<file path="config.mk">
export PLATFORM = sky130hd
export DESIGN_NAME = sio_shifter
export DESIGN_NICKNAME = d
export VERILOG_FILES = /design/src/rtl/sio_pkg.sv /design/src/rtl/sio_tick_gen.sv /design/src/rtl/sio_edge_sync.sv /design/src/rtl/sio_shift_core.sv /design/src/rtl/sio_shifter.sv
export SDC_FILE = /design/constraint.sdc
export NUM_CORES = 1
export LEC_CHECK = 0
export CORE_MARGIN = 3
export CORE_UTILIZATION = 54
export DETAILED_ROUTE_END_ITERATION = 8
export GPL_TIMING_DRIVEN = 0
export PLACE_DENSITY = 0.79
export SLEW_MARGIN = 20
export SYNTH_ARGS = -nofsm -noshare
export SYNTH_HDL_FRONTEND = slang
export SYNTH_SLANG_ARGS = --single-unit
export TNS_END_PERCENT = 100
</file>
<file path="constraint.sdc">
create_clock -name clk_i -period 2.6 [get_ports clk_i]
set_input_delay 0.52 -clock clk_i [delete_from_list [all_inputs] [get_ports clk_i]]
set_output_delay 0.52 -clock clk_i [all_outputs]
set_load 0.05 [all_outputs]
</file>
<file path="src/rtl/sio_pkg.sv">
package sio_pkg;
  localparam int unsigned XFER_W = 8;

  typedef struct packed {
    logic       irq_en;
    logic       two_wire;
    logic       fall_act;
    logic       ext_clk;
    logic [1:0] rate;
    logic       lsb_first;
    logic       len8;
  } sio_cfg_t;

  localparam logic [1:0] A_DATA = 2'd0;
  localparam logic [1:0] A_CFG  = 2'd1;
  localparam logic [1:0] A_CTRL = 2'd2;

  function automatic int unsigned rate_mult(input logic [1:0] sel);
    case (sel)
      2'd0:    return 1;
      2'd1:    return 2;
      2'd2:    return 3;
      default: return 6;
    endcase
  endfunction
endpackage

</file>
<file path="src/rtl/sio_tick_gen.sv">
module sio_tick_gen
  import sio_pkg::*;
#(
  parameter int unsigned BASE_HALF = 56
) (
  input  logic       clk_i,
  input  logic       rst_ni,
  input  logic       run_i,
  input  logic [1:0] rate_i,
  output logic       tick_o
);
  localparam int unsigned MAX_HALF = BASE_HALF * 6;
  localparam int unsigned CW       = $clog2(MAX_HALF + 1);

  logic [CW-1:0] cnt_q;
  logic [CW-1:0] lim;

  always_comb lim = CW'(BASE_HALF * rate_mult(rate_i) - 1);

  // counter held at zero while idle so every transfer starts on a full half-period
  always_ff @(posedge clk_i or negedge rst_ni) begin
    if (!rst_ni)           cnt_q <= '0;
    else if (!run_i)       cnt_q <= '0;
    else if (cnt_q == lim) cnt_q <= '0;
    else                   cnt_q <= cnt_q + 1'b1;
  end

  assign tick_o = run_i && (cnt_q == lim);
endmodule

</file>
<file path="src/rtl/sio_edge_sync.sv">
module sio_edge_sync #(
  parameter int unsigned STAGES = 2
) (
  input  logic clk_i,
  input  logic rst_ni,
  input  logic sck_i,
  output logic rise_o,
  output logic fall_o
);
  logic [STAGES-1:0] sync_q;
  logic              prev_q;

  always_ff @(posedge clk_i or negedge rst_ni) begin
    if (!rst_ni) begin
      sync_q <= '0;
      prev_q <= 1'b0;
    end else begin
      sync_q <= {sync_q[STAGES-2:0], sck_i};
      prev_q <= sync_q[STAGES-1];
    end
  end

  assign rise_o = sync_q[STAGES-1] & ~prev_q;
  assign fall_o = ~sync_q[STAGES-1] & prev_q;
endmodule

</file>
<file path="src/rtl/sio_shift_core.sv">
module sio_shift_core #(
  parameter int unsigned W = 8
) (
  input  logic         clk_i,
  input  logic         rst_ni,
  input  logic         start_i,
  input  logic         load_i,
  input  logic [W-1:0] wdata_i,
  input  logic         len8_i,
  input  logic         lsb_i,
  input  logic         fall_act_i,
  input  logic         act_ev_i,
  input  logic         inact_ev_i,
  input  logic         sin_i,
  output logic         busy_o,
  output logic         done_o,
  output logic         sout_o,
  output logic         sck_o,
  output logic [W-1:0] rdata_o
);
  localparam int unsigned HALF = W / 2;
  localparam int unsigned ECW  = $clog2(2 * W);

  logic [W-1:0]   sr_q, sr_nxt;
  logic [ECW-1:0] edge_q, last_idx;
  logic           busy_q, in_q, sck_q;
  logic           take_act, take_inact;

  assign last_idx   = len8_i ? ECW'(2 * W - 1) : ECW'(W - 1);
  // even edge index expects the active edge, odd expects the inactive one
  assign take_act   = busy_q & ~edge_q[0] & act_ev_i;
  assign take_inact = busy_q &  edge_q[0] & inact_ev_i;
  assign done_o     = take_inact && (edge_q == last_idx);

  always_comb begin
    if (!lsb_i)      sr_nxt = {sr_q[W-2:0], in_q};
    else if (len8_i) sr_nxt = {in_q, sr_q[W-1:1]};
    else             sr_nxt = {sr_q[W-1:HALF], in_q, sr_q[HALF-1:1]};
  end

  always_ff @(posedge clk_i or negedge rst_ni) begin
    if (!rst_ni) begin
      busy_q <= 1'b0;
      sr_q   <= '0;
      edge_q <= '0;
      in_q   <= 1'b0;
      sck_q  <= 1'b0;
    end else if (!busy_q) begin
      if (start_i) begin
        busy_q <= 1'b1;
        edge_q <= '0;
        sck_q  <= fall_act_i;
      end else if (load_i) begin
        sr_q <= wdata_i;
      end
    end else if (take_act) begin
      in_q   <= sin_i;
      edge_q <= edge_q + 1'b1;
      sck_q  <= ~sck_q;
    end else if (take_inact) begin
      sr_q   <= sr_nxt;
      sck_q  <= ~sck_q;
      edge_q <= done_o ? '0 : edge_q + 1'b1;
      if (done_o) busy_q <= 1'b0;
    end
  end

  assign busy_o  = busy_q;
  assign sout_o  = lsb_i ? sr_q[0] : (len8_i ? sr_q[W-1] : sr_q[HALF-1]);
  assign sck_o   = busy_q ? sck_q : fall_act_i;
  assign rdata_o = len8_i ? sr_q : {{(W-HALF){1'b0}}, sr_q[HALF-1:0]};

  AST_SCK_IDLE_AT_END: assert property (@(posedge clk_i) disable iff (!rst_ni) $fell(busy_q) |-> (sck_q == fall_act_i)) else $error("clock not at rest level after transfer");
  AST_EDGE_TOTAL: assert property (@(posedge clk_i) disable iff (!rst_ni) $fell(busy_q) |-> ($past(edge_q) == last_idx)) else $error("wrong edge count at end of transfer");
endmodule

</file>
<file path="src/rtl/sio_shifter.sv">
module sio_shifter
  import sio_pkg::*;
#(
  parameter int unsigned BASE_HALF = 56
) (
  input  logic              clk_i,
  input  logic              rst_ni,
  input  logic              wr_en_i,
  input  logic [1:0]        addr_i,
  input  logic [XFER_W-1:0] wdata_i,
  output logic [XFER_W-1:0] rdata_o,
  output logic              busy_o,
  output logic              irq_o,
  output logic              sdo_o,
  input  logic              sdi_i,
  input  logic              sda_i,
  output logic              sda_oe_o,
  output logic              sck_o,
  output logic              sck_oe_o,
  input  logic              ext_sck_i
);
  sio_cfg_t          cfg_q;
  logic              irq_q;
  logic              busy, done, sout, core_sck;
  logic              wr_cfg, wr_data, start_req, irq_clr;
  logic              tick, ext_rise, ext_fall, act_ev, inact_ev, sin;
  logic [XFER_W-1:0] core_rdata;

  assign wr_cfg    = wr_en_i && addr_i == A_CFG  && !busy;
  assign wr_data   = wr_en_i && addr_i == A_DATA && !busy;
  assign start_req = wr_en_i && addr_i == A_CTRL && wdata_i[0];
  assign irq_clr   = wr_en_i && addr_i == A_CTRL && wdata_i[1];

  always_ff @(posedge clk_i or negedge rst_ni) begin
    if (!rst_ni)     cfg_q <= '0;
    else if (wr_cfg) cfg_q <= sio_cfg_t'(wdata_i);
  end

  always_ff @(posedge clk_i or negedge rst_ni) begin
    if (!rst_ni)                   irq_q <= 1'b0;
    else if (done && cfg_q.irq_en) irq_q <= 1'b1;
    else if (irq_clr)              irq_q <= 1'b0;
  end

  sio_tick_gen #(.BASE_HALF(BASE_HALF)) u_tick (
    .clk_i  (clk_i),
    .rst_ni (rst_ni),
    .run_i  (busy & ~cfg_q.ext_clk),
    .rate_i (cfg_q.rate),
    .tick_o (tick)
  );

  sio_edge_sync #(.STAGES(2)) u_sync (
    .clk_i  (clk_i),
    .rst_ni (rst_ni),
    .sck_i  (ext_sck_i),
    .rise_o (ext_rise),
    .fall_o (ext_fall)
  );

  always_comb begin
    if (cfg_q.ext_clk) begin
      act_ev   = cfg_q.fall_act ? ext_fall : ext_rise;
      inact_ev = cfg_q.fall_act ? ext_rise : ext_fall;
    end else begin
      act_ev   = tick;
      inact_ev = tick;
    end
  end

  assign sin = cfg_q.two_wire ? sda_i : sdi_i;

  sio_shift_core #(.W(XFER_W)) u_core (
    .clk_i      (clk_i),
    .rst_ni     (rst_ni),
    .start_i    (start_req),
    .load_i     (wr_data),
    .wdata_i    (wdata_i),
    .len8_i     (cfg_q.len8),
    .lsb_i      (cfg_q.lsb_first),
    .fall_act_i (cfg_q.fall_act),
    .act_ev_i   (act_ev),
    .inact_ev_i (inact_ev),
    .sin_i      (sin),
    .busy_o     (busy),
    .done_o     (done),
    .sout_o     (sout),
    .sck_o      (core_sck),
    .rdata_o    (core_rdata)
  );

  always_comb begin
    case (addr_i)
      A_DATA:  rdata_o = core_rdata;
      A_CFG:   rdata_o = cfg_q;
      A_CTRL:  rdata_o = {{(XFER_W-2){1'b0}}, irq_q, busy};
      default: rdata_o = '0;
    endcase
  end

  assign busy_o   = busy;
  assign irq_o    = irq_q;
  assign sdo_o    = ~cfg_q.two_wire & sout;
  assign sda_oe_o = cfg_q.two_wire & busy & ~sout;
  assign sck_o    = cfg_q.ext_clk ? cfg_q.fall_act : core_sck;
  assign sck_oe_o = ~cfg_q.ext_clk & (cfg_q.two_wire ? ~core_sck : 1'b1);

  AST_CFG_FROZEN: assert property (@(posedge clk_i) disable iff (!rst_ni) (busy && $past(busy)) |-> $stable(cfg_q)) else $error("config changed during transfer");
  AST_IRQ_ON_DONE: assert property (@(posedge clk_i) disable iff (!rst_ni) $rose(irq_q) |-> $fell(busy)) else $error("interrupt without completion");
  AST_OD_ONLY_BUSY: assert property (@(posedge clk_i) disable iff (!rst_ni) sda_oe_o |-> busy) else $error("data line pulled while idle");
  AST_START_NEEDS_IDLE: assert property (@(posedge clk_i) disable iff (!rst_ni) $rose(busy) |-> ($past(start_req) && !$past(busy))) else $error("busy rose without idle start");
endmodule

</file>
# Word level (Yosys, flattened, before mapping)
# Index checks and enable logic that the tools add are counted.
classes:
  add_sub_neg: 3
  multipliers: 1
  div_mod_pow: 0
  order_cmp: 0
  n_eq_ne: 11
  shift: 0
  mux: 39
  bitwise_logic: 19
  n_reduce_logical: 20
ops:
  columns: ["op", "n"]
  rows:
  - ["$mux W8", 8]
  - ["$mux W4", 6]
  - ["$pmux W8 S3", 1]
  - ["$mux W1", 21]
  - ["$mux W9", 2]
  - ["$and A1 B1 Y1", 11]
  - ["$logic_and A1 B1 Y1", 10]
  - ["$add A9 B1 Y9 const B", 1]
  - ["$eq A9 B9 Y1", 1]
  - ["$pmux W3 S3", 1]
  - ["$sub A9 B1 Y9 const B", 1]
  - ["$not A1 Y1", 8]
  - ["$mul A3 B3 Y6 const A", 1]
  - ["$ne A3 B3 Y1 const B", 2]
  - ["$reduce_bool A2 Y1", 3]
  - ["$reduce_and A5 Y1", 1]
  - ["$add A4 B1 Y4 const B", 1]
  - ["$eq A2 B1 Y1 const B", 2]
  - ["$eq A2 B2 Y1 const B", 2]
  - ["$eq A4 B4 Y1", 1]
  - ["$logic_not A2 Y1", 2]
  - ["$ne A2 B2 Y1 const B", 2]
  - ["$reduce_and A2 Y1", 2]
  - ["$reduce_and A4 Y1", 1]
  - ["other kinds (2)", 2]
word_totals:
  regBits: 36
  latchBits: 0
  ram_bits: 0
  mem_bits_ro: 0
  input_bits: 16
  output_inout_bits: 14
  elab_cells: 110
  mem_count: 0

# Depth between registers and ports, before layout
logic_depth:
  ltp_word: 13
  ltp_mapped: 6
  depth_no_buf: 6

# By module
# Synthesis repeated with hierarchy kept, for this count alone.
hier_totals:
  hier_cells: 219
  hier_area_um2: 2233.4
by_module_without_submodules:
  columns: ["module", "instances", "cells_each", "area_each_um2", "seq_area_each_um2"]
  rows:
  - ["sio_shift_core", 1, 105, 998.5, 375.4]
  - ["sio_shifter", 1, 55, 609.3, 225.2]
  - ["sio_tick_gen", 1, 54, 535.5, 225.2]
  - ["sio_edge_sync", 1, 5, 90.1, 75.1]

# Least setup slack after synthesis
# Ideal clock, no wire load.
synth_timing:
  path_kind: "flip-flop to output port"
  start: "reg u_core.busy_q (netlist: u_core.busy_o)"
  end: "out rdata_o[0]"
  arrival_time_ps: 2412
  required_time_ps: 2080
  slack_ps: -332
  path_stages_with_launch: 5
  path_buffers: 2
  path_cell_list: "dfrtp_1 clkbuf_1 clkbuf_1 mux2i_1 o21ai_0"
synth_between:
  elab_chain_cells: 1
synth_lines:
  columns: ["item", "line_no", "text"]
  rows:
  - ["start, declared", "sio_shift_core.sv:26", "logic busy_q, in_q, sck_q;"]
  - ["start signal, assigned", "sio_shift_core.sv:43", "busy_q <= 1'b0;"]
  - ["start signal, assigned", "sio_shift_core.sv:50", "busy_q <= 1'b1;"]
  - ["start signal, assigned", "sio_shift_core.sv:64", "if (done_o) busy_q <= 1'b0;"]
  - ["$pmux W8 S3", "sio_shifter.sv:93", "case (addr_i)"]
  - ["end, declared", "sio_shifter.sv:11", "output logic [XFER_W-1:0] rdata_o,"]
# No other way between the ends.

# Worst setup path in the final report
layout_timing:
  start: "reg cfg_q[3] (netlist bit)"
  end: "reg u_core.sr_q[0]"
layout_between:
  elab_chain_cells: 10
  elab_cells_between_ends: 15
  cone_classes: "add/sub (1); mul (1); eq/ne (5); mux (3); bitwise (2); reduce/logical (3)"
layout_lines:
  columns: ["item", "line_no", "text"]
  rows:
  - ["start, declared", "sio_shifter.sv:22", "sio_cfg_t cfg_q;"]
  - ["start signal, assigned", "sio_shifter.sv:36", "else if (wr_cfg) cfg_q <= sio_cfg_t'(wdata_i);"]
  - ["$eq A2 B2 Y1, or another cell as far along", "sio_pkg.sv:19", "case (sel)"]
  - ["$pmux W3 S3 (*)", "sio_pkg.sv:19", null]
  - ["$mul A3 B3 Y6 (*)", "sio_tick_gen.sv:18", "always_comb lim = CW'(BASE_HALF * rate_mult(rate_i) - 1);"]
  - ["$sub A9 B1 Y9 (*)", "sio_tick_gen.sv:18", null]
  - ["$eq A9 B9 Y1 (*)", "sio_tick_gen.sv:28", "assign tick_o = run_i && (cnt_q == lim);"]
  - ["$logic_and A1 B1 Y1 (*)", "sio_tick_gen.sv:28", null]
  - ["$mux W1", "sio_shifter.sv:62", "if (cfg_q.ext_clk) begin"]
  - ["$and A1 B1 Y1 (on tied branches)", "sio_shift_core.sv:31, sio_shift_core.sv:32", null]
  - ["$ne A2 B2 Y1 (no line)", null, null]
  - ["$reduce_and A4 Y1 (no line) (*)", null, null]
  - ["end signal, assigned", "sio_shift_core.sv:54", "sr_q <= wdata_i;"]
  - ["end signal, assigned", "sio_shift_core.sv:61", "sr_q <= sr_nxt;"]
  - ["end, declared", "sio_shift_core.sv:24", "logic [W-1:0] sr_q, sr_nxt;"]
# Mark *: on every way between the ends. The rest lies on a longest branch, timed or not.
# A chain may end at the register's enable or synchronous reset.

==> summary.md <==
| Metric | Value |
|---|---|
| Outcome | `completed` |
| Post-layout util | `0.705` |
| Starting Density | `0.573` |
| Clock sinks | `36` |
| # hold bufs at CTS | `0` |
| Hold Vio Cnt, Final | `0` |
| Layout cells sized above 1 | `0.196` |
| Power per cell area | `between 1000 and 1500 nW/um2` |
| Worst hold slack | `approximately 130 ps` |
| Worst-Margin Slew | `541 ps` |
| Gr usage total | `0.213` |
| Grt ovf | `0` |
| Largest net degree at the start of global routing | `23` |
| Initial antenna violation count | `0` |
| CP max FO | `6` |
| Total Die Area | `around 4800 um2` |
| Relative slew slack | `0.636` |
| Post-synthesis sequential area ratio | `0.417` |
| Vias in the first global route | `between 1500 and 2000` |
| Leak | `around 1.2 nW` |
| TritonCTS clock tree | `built` |
| Cell Area, Synth | `roughly 2200 um2` |
| R2R setup slack | `80 ps` |
| Crit path capture type | `flop` |
| TritonRoute pass-1 iters | `4` |
| IO Pins | `30` |
| Area Growth Syn to Fin | `23.0%` |
| Most frequent cells in the layout | `36 x dfrtp_1, 29 x nor2_1, 24 x nand2_1` |
| WP data required | `2770 ps` |
| Post-synth net total | `approximately 250` |
| Highest Clock Rate | `0.397 GHz` |
| Startpoint types | `flop` |
| Worst-Skew Late Latency | `~290 ps` |
| H-tree depth | `2` |
| Syn avg cell area | `~9.5 um2` |
| Netlist cell types | `between 40 and 50` |
| Minimum clock period | `approximately 2500 ps` |
| Final WL | `approximately 4900 um` |
| Max-slew violations | `0` |
| Tcrit/Tclk final | `0.969` |
| PortBufs | `29` |
| Most used flip-flop cell after synthesis | `dfrtp_1` |
| Ys Warns | `0` |
| Setup Viol. Count Final | `0` |
| CORE AREA | `between 3000 and 4000 um2` |
| DRT iter0 DRCs | `150` |
| N_diodes | `0` |
| Drt drc | `0` |
| Die height | `roughly 69 um` |
| RSZ-0062 raised after global routing | `no` |
| Critical path class | `flop to flop` |
| Chip width | `between 60 and 70 um` |
| Worst hold path class | `input pin to async pin` |
| Total setup buffers inserted after CTS | `0` |
| FP Rows | `22` |
| Antenna Violating Nets Remaining | `0` |
| Seq cells post-synth | `36` |
| Detail Placement HPWL | `~3700 um` |
| Global placer's final weighted congestion | `0.894` |
| Root buf cell | `clkbuf_8` |
| Worst Path Arrival | `between 2000 and 3000 ps` |
| Num CTS Buffers | `5` |
| Post-layout nets | `roughly 280` |
| First-pass GRT wire length | `8220 um` |
| Most common cell after layout, fill and taps aside | `dfrtp_1` |
| Peak supply drop | `~770 uV` |
| Detailed-route via count | `~1800` |
| Clk pin slew, worst setup/hold paths | `70 ps` |
| WL/cell | `between 15 and 20 um` |
| Setup Skew | `between 7 and 8 ps` |
| Fraction of registers with async set/reset | `1.00` |
| Via-to-Cell Ratio | `~5.7` |
| MaxCap Viol Count | `0` |
| Post-synth EDFFs | `0` |
| Deepest clock path buffer count | `2` |
| Cells after synthesis | `about 230` |
==> stage by stage <==
step / worst slack, ps / power (W) / setup TNS [ps] / instance area [um2] / instances
after detailed placement: -515 / 0.00244 / -4130 / 2530 / 305
after global routing: 7.95 / 0.00309 / 0 / 2660 / 313
after global placement: -497 / 0.00240 / -3940 / 2510 / 304
final: 81.0 / 0.00290 / 0 / 2660 / 313
after floorplan: 10.3 / 0.00202 / 0 / 2160 / 227
after CTS: 13.1 / 0.00290 / 0 / 2660 / 313
==> area by class of cell <==
class	count	area [um2]
plain buffers	9	42.5
clock buffers	6	72.6
clock inverters	2	35.0
fillers	314	1110
inverters	6	22.5
multi-input cells	176	1210
flip-flops and latches	36	901
well taps	48	60.1
repair buffers	30	319
==> worst max-delay path, cell delays in order (launching register included) <==
cell	delay [ps]
dfrtp_1	440
or3b_4	430
a2111oi_4	460
o2111ai_2	200
a211oi_2	480
mux2_2	390
==> Yosys cell counts, types with 6 or more instances <==
master | instances | area share
nand3_1 | 9 | 0.021
dfrtp_1 | 36 | 0.42
nor2_1 | 30 | 0.052
clkbuf_1 | 7 | 0.012
o21ai_0 | 8 | 0.019
a21oi_1 | 13 | 0.030
xor2_1 | 6 | 0.024
mux2i_1 | 8 | 0.037
inv_1 | 6 | 0.010
nand2_1 | 24 | 0.042
mux2_2 | 13 | 0.068
==> report_power, final <==
| part | switching [W] | internal, W | total (W) |
|---|---|---|---|
| Sequential | 0.000217 | 0.000737 | 0.000954 |
| Combinational | 0.000858 | 0.000610 | 0.00147 |
| Clock | 0.000189 | 0.000284 | 0.000474 |
| Total | 0.00126 | 0.00163 | 0.00290 |
==> routing by layer <==
layer | global-route usage | routed length [um] | share of wire
met1 | 0.309 | 2440 | 0.50
met5 | 0 | 0 | 0
met3 | 0.0551 | 182 | 0.037
met4 | 0.0651 | 78 | 0.016
met2 | 0.313 | 2230 | 0.45
==> repair_timing <==
| action | CTS | global route |
|---|---|---|
| setup endpoints to repair | 12 | 7 |
| gates resized for setup | 38 | 5 |
| gates cloned | 0 | 0 |
==> flip-flops by register name (all words and copies together) (netlist names) <==
register	count
u_core.in_q	1
cfg_q	8
u_sync.prev_q	1
u_core.sck_q	1
u_tick.cnt_q	9
u_core.sr_q	8
u_core.busy_o	1
u_sync.sync_q	2
irq_o	1
u_core.edge_q	4
==> path summary, 6_finish.rpt <==
kind | start | end | depth (start not counted)
hold reg to reg | u_sync.sync_q[0]$_DFF_PN0_ | u_sync.sync_q[1]$_DFF_PN0_ | 0
max in group asynchronous | rst_ni | irq_o$_DFFE_PN0P_ | 2
setup / recovery | cfg_q[3]$_DFFE_PN0P_ | u_core.sr_q[0]$_DFFE_PN0P_ | 5
setup reg to reg | cfg_q[3]$_DFFE_PN0P_ | u_core.sr_q[0]$_DFFE_PN0P_ | 5
hold / removal | rst_ni | u_tick.cnt_q[6]$_DFF_PN0_ | 1
min in group clk_i | u_sync.sync_q[0]$_DFF_PN0_ | u_sync.sync_q[1]$_DFF_PN0_ | 0
==> cells by family after synthesis <==
| group | after synthesis | share of synthesized area |
|---|---|---|
| compound gates | 46 | 0.159 |
| xor+xnor | 9 | 0.0365 |
| fa+ha+maj | 2 | 0.0116 |
| buf+inv | 15 | 0.0266 |
| flops | 36 | 0.417 |
| mux | 25 | 0.133 |
| simple gates | 94 | 0.218 |
Note: power is estimated with default switching activity, not from simulation.
